File: config.mk
export PLATFORM = sky130hd
export DESIGN_NAME = codec_pio_status
export DESIGN_NICKNAME = d
export VERILOG_FILES = /design/src/rtl/codec_pio_pkg.sv /design/src/rtl/codec_pio_sync.sv /design/src/rtl/codec_pio_seq.sv /design/src/rtl/codec_pio_irq.sv /design/src/rtl/codec_pio_status.sv
export SDC_FILE = /design/constraint.sdc
export NUM_CORES = 1
export LEC_CHECK = 0
export BUFFER_PORTS_ARGS = -buffer_cell sky130_fd_sc_hd__buf_2
export CAP_MARGIN = 20
export CORE_ASPECT_RATIO = 1.75
export CORE_MARGIN = 8
export CORE_UTILIZATION = 30
export CTS_BUF_LIST = sky130_fd_sc_hd__clkbuf_16
export DETAILED_ROUTE_END_ITERATION = 10
export PLACE_DENSITY = 0.58
export SETUP_SLACK_MARGIN = 0.4
export SKIP_LAST_GASP = 1
export SLEW_MARGIN = 40
export SYNTH_ARGS = -nofsm -noshare
export SYNTH_HDL_FRONTEND = slang
export SYNTH_HIERARCHICAL = 1
export SYNTH_SLANG_ARGS = --single-unit
File: constraint.sdc
create_clock -name clk -period 1 [get_ports clk]
set_input_delay 0.1 -clock clk [delete_from_list [all_inputs] [get_ports clk]]
set_output_delay 0.1 -clock clk [all_outputs]
set_load 0.01 [all_outputs]
File: src/rtl/codec_pio_pkg.sv
package codec_pio_pkg;

    // Byte/channel position of one transfer path.
    typedef enum logic [2:0] {
        SEQ_LEFT_LO  = 3'd0,
        SEQ_LEFT_HI  = 3'd1,
        SEQ_RIGHT_LO = 3'd2,
        SEQ_RIGHT_HI = 3'd3,
        SEQ_IDLE     = 3'd4
    } seq_state_t;

    // Status byte, bit 7 first; the order is decoded by host software.
    typedef struct packed {
        logic cap_upper;
        logic cap_left;
        logic cap_ready;
        logic slip;
        logic play_upper;
        logic play_left;
        logic play_ready;
        logic irq;
    } status_t;

    localparam int STATUS_W = $bits(status_t);

endpackage

File: src/rtl/codec_pio_sync.sv
// Multi-stage synchronizer followed by a rising-edge detector.
module codec_pio_sync #(
    parameter int STAGES = 2
) (
    input  logic clk,
    input  logic rst_n,
    input  logic din,
    output logic rise
);
    logic [STAGES-1:0] chain_q;
    logic              last_q;

    always_ff @(posedge clk or negedge rst_n) begin
        if (!rst_n) begin
            chain_q <= '0;
            last_q  <= 1'b0;
        end else begin
            chain_q <= {chain_q[STAGES-2:0], din};
            last_q  <= chain_q[STAGES-1];
        end
    end

    assign rise = chain_q[STAGES-1] & ~last_q;

endmodule

File: src/rtl/codec_pio_seq.sv
// Byte/channel sequencer for one programmed-I/O path.
module codec_pio_seq
    import codec_pio_pkg::*;
(
    input  logic clk,
    input  logic rst_n,
    input  logic fmt_wide,
    input  logic fmt_stereo,
    input  logic tick,
    input  logic step,
    output logic ready,
    output logic chan_left,
    output logic byte_upper,
    output logic slip
);
    seq_state_t state_q;
    seq_state_t state_d;
    seq_state_t first_st;
    logic       slip_q;

    assign first_st = fmt_wide ? SEQ_LEFT_LO : SEQ_LEFT_HI;

    // State register.
    always_ff @(posedge clk or negedge rst_n) begin
        if (!rst_n) begin
            state_q <= SEQ_IDLE;
            slip_q  <= 1'b0;
        end else begin
            state_q <= state_d;
            if (tick) begin
                slip_q <= (state_q != SEQ_IDLE);
            end
        end
    end

    // Transitions: a tick restarts the sample, a data access steps it.
    always_comb begin
        state_d = state_q;
        if (tick) begin
            state_d = first_st;
        end else if (step) begin
            unique case (state_q)
                SEQ_LEFT_LO:  state_d = SEQ_LEFT_HI;
                SEQ_LEFT_HI:  state_d = !fmt_stereo ? SEQ_IDLE :
                                        (fmt_wide ? SEQ_RIGHT_LO : SEQ_RIGHT_HI);
                SEQ_RIGHT_LO: state_d = SEQ_RIGHT_HI;
                SEQ_RIGHT_HI: state_d = SEQ_IDLE;
                SEQ_IDLE:     state_d = SEQ_IDLE;
                default:      state_d = SEQ_IDLE;
            endcase
        end
    end

    // Outputs decoded from the state.
    always_comb begin
        ready      = 1'b1;
        chan_left  = 1'b1;
        byte_upper = 1'b1;
        unique case (state_q)
            SEQ_LEFT_LO:  begin chan_left = 1'b1; byte_upper = 1'b0; end
            SEQ_LEFT_HI:  begin chan_left = 1'b1; byte_upper = 1'b1; end
            SEQ_RIGHT_LO: begin chan_left = 1'b0; byte_upper = 1'b0; end
            SEQ_RIGHT_HI: begin chan_left = 1'b0; byte_upper = 1'b1; end
            SEQ_IDLE:     begin ready = 1'b0; end
            default:      begin ready = 1'b0; end
        endcase
    end

    assign slip = slip_q;

endmodule

File: src/rtl/codec_pio_irq.sv
// Sticky interrupt bit with pin gating; a set wins over a same-cycle clear.
module codec_pio_irq (
    input  logic clk,
    input  logic rst_n,
    input  logic set,
    input  logic clr,
    input  logic en,
    output logic flag,
    output logic pin
);
    logic flag_q;

    always_ff @(posedge clk or negedge rst_n) begin
        if (!rst_n) begin
            flag_q <= 1'b0;
        end else if (set) begin
            flag_q <= 1'b1;
        end else if (clr) begin
            flag_q <= 1'b0;
        end
    end

    assign flag = flag_q;
    assign pin  = flag_q & en;

endmodule

File: src/rtl/codec_pio_status.sv
module codec_pio_status
    import codec_pio_pkg::*;
#(
    parameter int ADDR_W      = 2,
    parameter int STATUS_ADDR = 2,
    parameter int DATA_ADDR   = 3,
    parameter int SYNC_STAGES = 2
) (
    input  logic                clk,
    input  logic                rst_n,
    input  logic [ADDR_W-1:0]   reg_addr,
    input  logic                reg_wr,
    input  logic                reg_rd,
    output logic [STATUS_W-1:0] reg_rdata,
    input  logic                fmt_wide,
    input  logic                fmt_stereo,
    input  logic                play_tick,
    input  logic                cap_tick,
    input  logic                dma_underflow,
    input  logic                irq_en,
    output logic                irq_pin,
    output logic                play_underrun,
    output logic                cap_overrun
);
    localparam int NUM_EVT = 3;
    localparam int EVT_PLAY = 0;
    localparam int EVT_CAP  = 1;
    localparam int EVT_DMA  = 2;

    logic [NUM_EVT-1:0] evt_raw;
    logic [NUM_EVT-1:0] evt_rise;
    logic               play_evt;
    logic               cap_evt;
    logic               dma_evt;

    assign evt_raw[EVT_PLAY] = play_tick;
    assign evt_raw[EVT_CAP]  = cap_tick;
    assign evt_raw[EVT_DMA]  = dma_underflow;

    for (genvar g = 0; g < NUM_EVT; g++) begin : g_sync
        codec_pio_sync #(.STAGES(SYNC_STAGES)) i_sync (
            .clk  (clk),
            .rst_n(rst_n),
            .din  (evt_raw[g]),
            .rise (evt_rise[g])
        );
    end

    assign play_evt = evt_rise[EVT_PLAY];
    assign cap_evt  = evt_rise[EVT_CAP];
    assign dma_evt  = evt_rise[EVT_DMA];

    logic hit_status;
    logic hit_data;
    assign hit_status = (reg_addr == ADDR_W'(STATUS_ADDR));
    assign hit_data   = (reg_addr == ADDR_W'(DATA_ADDR));

    status_t status_s;
    logic [STATUS_W-1:0] status_w;

    codec_pio_seq i_play (
        .clk       (clk),
        .rst_n     (rst_n),
        .fmt_wide  (fmt_wide),
        .fmt_stereo(fmt_stereo),
        .tick      (play_evt),
        .step      (reg_wr & hit_data),
        .ready     (status_s.play_ready),
        .chan_left (status_s.play_left),
        .byte_upper(status_s.play_upper),
        .slip      (play_underrun)
    );

    codec_pio_seq i_cap (
        .clk       (clk),
        .rst_n     (rst_n),
        .fmt_wide  (fmt_wide),
        .fmt_stereo(fmt_stereo),
        .tick      (cap_evt),
        .step      (reg_rd & hit_data),
        .ready     (status_s.cap_ready),
        .chan_left (status_s.cap_left),
        .byte_upper(status_s.cap_upper),
        .slip      (cap_overrun)
    );

    codec_pio_irq i_irq (
        .clk  (clk),
        .rst_n(rst_n),
        .set  (dma_evt),
        .clr  (reg_wr & hit_status),
        .en   (irq_en),
        .flag (status_s.irq),
        .pin  (irq_pin)
    );

    assign status_s.slip = play_underrun | cap_overrun;
    assign status_w      = status_s;

    // The status byte is sampled once, at the edge of the read.
    always_ff @(posedge clk or negedge rst_n) begin
        if (!rst_n) begin
            reg_rdata <= '0;
        end else if (reg_rd) begin
            reg_rdata <= hit_status ? status_w : '0;
        end
    end

endmodule

# Word-level counts from Yosys, hierarchy flattened
# Cells that the tools add are included.
[totals]
register_bits = 26
input_bits = 12
out_inout_bits = 11
word_cells = 62
[classes]
n_eq_ne = 10
mux = 18
bitwise_logic = 11
n_reduce_logical = 11
[ops]
columns = ["cell", "count"]
rows = [
  ["3-bit case mux with 3 select lines", 2],
  ["3-bit two-way mux", 5],
  ["3-bit by 2-bit equality test with 1-bit output (second input constant)", 4],
  ["1-bit two-way mux", 10],
  ["8-bit two-way mux", 1],
  ["2-bit OR reduction", 4],
  ["4-bit OR reduction", 2],
  ["1-bit bitwise AND", 7],
  ["3-bit by 1-bit equality test with 1-bit output (second input constant)", 2],
  ["3-bit logical NOT", 2],
  ["3-bit inequality test (second input constant)", 2],
  ["2-bit nonzero test", 3],
  ["2-bit equality test (second input constant)", 2],
  ["1-bit NOT", 3],
  ["1-bit bitwise OR", 1],
]

# Longest topological paths before layout
[logic_depth]
word_depth = 5
mapped_depth = 5
ltp_nobuf = 4

# Modules after synthesis
# The synthesis kept the hierarchy.
[by_module_without_submodules]
columns = ["mod", "instances", "cells_each", "area_each_um2", "seq_area_each_um2"]
rows = [
  ["codec_pio_seq", 2, 21, 210.2, 101.3],
  ["codec_pio_status", 1, 33, 375.4, 200.2],
  ["codec_pio_sync", 3, 4, 88.8, 75.1],
  ["codec_pio_irq", 1, 4, 42.5, 25.0],
]

# Least setup slack after synthesis
# No wires, ideal clock.
[synth_timing]
kind = "register to register"
startpoint = "reg i_cap.state_q[2]"
endpoint = "reg i_cap.state_q[0]"
setup_ns = 0.128
t_arrival_ns = 0.797
t_required_ns = 0.872
setup_slack_ns = 0.075
path_stages_with_launch = 4
n_path_buf = 0
synth_period_minus_slack_ns = 0.925
path_cell_list = "dfstp_2 -> inv_1 -> a31oi_1 -> o22ai_1"
[synth_between]
elab_chain_cells = 4
word_cells_on_any_way = 6
classes_between = "eq/ne (2); mux (3); reduce/logical (1)"
[synth_rtl]
columns = ["item", "line", "text"]
rows = [
  ["start, declared", "codec_pio_seq.sv:16", "seq_state_t state_q;"],
  ["start signal, assigned", "codec_pio_seq.sv:29", "state_q <= state_d;"],
  ["3-bit by 2-bit equality test with 1-bit output (tied with other cells)", "codec_pio_seq.sv:42", "unique case (state_q)"],
  ["3-bit case mux with 3 select lines *", "codec_pio_seq.sv:42", ""],
  ["3-bit two-way mux *", "codec_pio_seq.sv:41", "end else if (step) begin"],
  ["3-bit two-way mux *", "codec_pio_seq.sv:39", "if (tick) begin"],
]
# Mark *: on every way between the ends. The rest lies on a longest branch, timed or not. The select of a mux whose other input is x is not followed.
# A chain may end at the register's enable or synchronous reset.

# Worst setup path in the final report
# Same ends and word-level chain as after synthesis.

==> qor.yml <==
status: "complete, but fails checks"
violations: "hold timing, setup timing"
final_util_pct: 44.8
yosysMostFrequentCell: "dfrtp_1"
wl_um: 2510
timing.final.ws_setup_ps: -4.50
htreeDepth: 1
yosysWarnings: 6
switching_share_pct: 27.8
ant_nets: 0
ys_seq_elements: 26
synth_ff_type: "dfrtp_1"
fillCellCount: 333
grt.total_usage_pct: 8.96
dieHeight_um: 96.3
synth_edf_count: 0
pwr-share-seq_pct: 45.0
synth-adder-area-share_pct: 0
period_needed_ps: 1000
design.die.area_um2: 5960
pin_count: 23
antenna_found_initial: 0
yosys.area_share.simple_pct: 18.5
path_class: "reg2reg"
layout-drive-gt1-share_pct: 53.7
grt_pass1_vias: 846
max_freq_mhz: 996
rows: 29
r2r_start: "i_cap/state_q[2]"
clk_pin_slew_ps: 60
synth_top_family_by_area: "simple AND/OR/NAND/NOR gates"
powerDensity_nw_per_um2: 1900
worst_hold_path_type: "in2async"
place.gp.congestion: 0.762
finalNetCount: 148
final_area_um2: 1610
worstSetupEndpointType: "register"
via_count: 840
netlist_instances: 91
diodes: 0
crit_arrival_ps: 1130
fin_total_pwr_w: 0.00306
startpoint: "i_cap/state_q[2]"
initial_core_util_pct: 30.8
dp_hpwl_um: 1730
synth_xor_area_share_pct: 0
clock_path_buffers: 2
critPathLaunchType: "register"
worst_slew_pin_slew_ps: 327
cts_tree: "built"
cts-root-buf: "clkbuf_16"
grt_max_degree: 27
crit_required_ps: 1130
drt_iter0_drc: 12
async_reset_ff_share_pct: 100
ys_top_cells_by_area: "dfrtp_1 54%, o2bb2ai_1 5.5%, dfstp_2 4.8%, nor2b_4 3.7%, a31oi_1 3.4%"
clk_latency_ps: 250
skew_ps: 3.40
synth_nets: 103
detail_route.first_pass.iterations: 3
worstPathMaxFanout: 3
timing.final.crit_share_pct: 100
multi_input_area_um2: 475
postSynthAreaPerCell_um2: 12.1
p_leak_nw: 0.738
seq_area_frac_synth_pct: 59.1
clkSinkCount: 26
routed_via_density: 4.67
timing.hold.ws_ps: -171
power_frac_comb_pct: 27.0
core_um2: 3590
numCtsBuffers: 3
slew_headroom_pct: 78.2
die_w_um: 61.9
synth_compound_area_share_pct: 16.5
grt-ovfl-total: 0
cts-hold-fix-buffers: 3
ys_types: 25
intPower_w: 0.00221
rsz0062_at_grt: "yes"
slew_viol_final: 0
seqCellArea_um2: 654
wl_per_cell_um: 13.9
cap_violations: 0
r2r_slack_ps: -4
area_growth_pct: 45.8
io_buffers: 22
yosysTopAreaCell: "dfrtp_1"
synth_top_area_share_pct: 54.4
cp_slowest_cell: "dfstp_2"
grt_first_pass_wirelength_um: 4000
syn-cell-area_um2: 1100
final_hold_viol_count: 24
critical_path.max_stage_delay_ps: 580
synthMuxAreaShare_pct: 1.81
finalSetupViolCount: 2
clock_power_share_pct: 28.0
drcViolationCount: 0
rr_endpoint: "i_cap/state_q[0]"
p_switching_w: 0.000851
ir_drop_uv: 1540
reg2reg_depth: 3
netlist_top_cells_count: "24 x dfrtp_1, 9 x nand2_1, 8 x nor2_1"
dpl_cell_area_um2: 1270
cp_cell_sequence: "nor2_2 -> mux2i_1 -> o22ai_1"
[power by group through the flow]
| stage | logic, W | registers [W] | clock network, W |
|---|---|---|---|
| 2_1_floorplan | 0.000366 | 0.00136 | 0 |
| 3_3_place_gp | 0.000531 | 0.00136 | 0 |
| 3_5_place_dp | 0.000543 | 0.00138 | 0 |
| 4_1_cts | 0.000653 | 0.00135 | 0.000871 |
| 5_1_grt | 0.000900 | 0.00140 | 0.000915 |
| 6_report | 0.000826 | 0.00138 | 0.000856 |
[cell usage in the layout, fill, tap and decap left out, types with 4 or more instances in the layout]
master,n
a31oi_1,5
buf_2,18
inv_1,4
buf_6,11
dfrtp_1,23
nand2_1,5
buf_4,10
nand2_2,4
nor2_1,5
nor2b_4,4
o2bb2ai_2,4
[layer usage]
layer,track usage (%),part of all wire [%],wire length (µm)
met1,11.1,42,1060
met2,14.1,52,1300
met3,2.28,4.7,118
met4,4.02,1.2,29
met5,0,0,0
[metrics by stage]
stage                     hold slack, ps  worst slack, ps  TNS, ps  cells
final                               -171            -4.50    -7.37    180
after floorplan                     -196             85.1        0     91
after global placement               106             14.7        0    159
after detailed placement             111             1.24        0    159
after global routing                -143            -60.7     -216    180
after CTS                           -160            -15.7    -18.1    174
[worst max path at each step]
| stage | slack (ps) | endpoint | cells past startpoint |
|---|---|---|---|
| after floorplan | 90 | i_cap/state_q[0] | 3 |
| after global placement | 10 | i_play/state_q[0] | 3 |
| after detailed placement | 1 | i_cap/state_q[1] | 3 |
| after CTS | -20 | i_cap/state_q[1] | 3 |
| after global routing | -60 | i_play/state_q[1] | 3 |
| final | -4 | i_cap/state_q[0] | 3 |
[critical path, delay by kind of cell (launching register included)]
| family | cells | cell delay [ps] |
|---|---|---|
| AO/OA/AOI/OAI | 1 | 110 |
| flip-flops | 1 | 580 |
| multiplexers | 1 | 140 |
| AND/OR/NAND/NOR | 1 | 50 |
[kinds of logic (layout without fill, tap and decap cells)]
kind of cell	Yosys count	after routing
simple gates	33	33
flops	26	26
compound gates	21	21
buf+inv	9	52
mux	2	2
[final cells by class]
cell class                      instances  area share [%]
Sequential cell                        26            40.6
Multi-Input combinational cell         56            29.5
Timing Repair Buffer                   42            19.8
Clock buffer                            3            4.66
Tap cell                               46            3.57
Inverter                                7            1.79
[state kept, by name, indices dropped and copies added, names as in the netlist]
register,cells
i_cap/slip,1
g_sync.i_sync/chain_q,6
i_cap/state_q,3
i_irq/flag,1
i_play/state_q,3
g_sync.i_sync/last_q,3
i_play/slip,1
reg_rdata,8
[what timing repair did]
action	in CTS	in global routing
hold endpoints to repair	27	24
setup buffers	9	6
endpoints found under the setup margin	28	28
pin swaps	8	7
resized for setup	8	20
No activity file was read; power rests on OpenSTA's default activity.
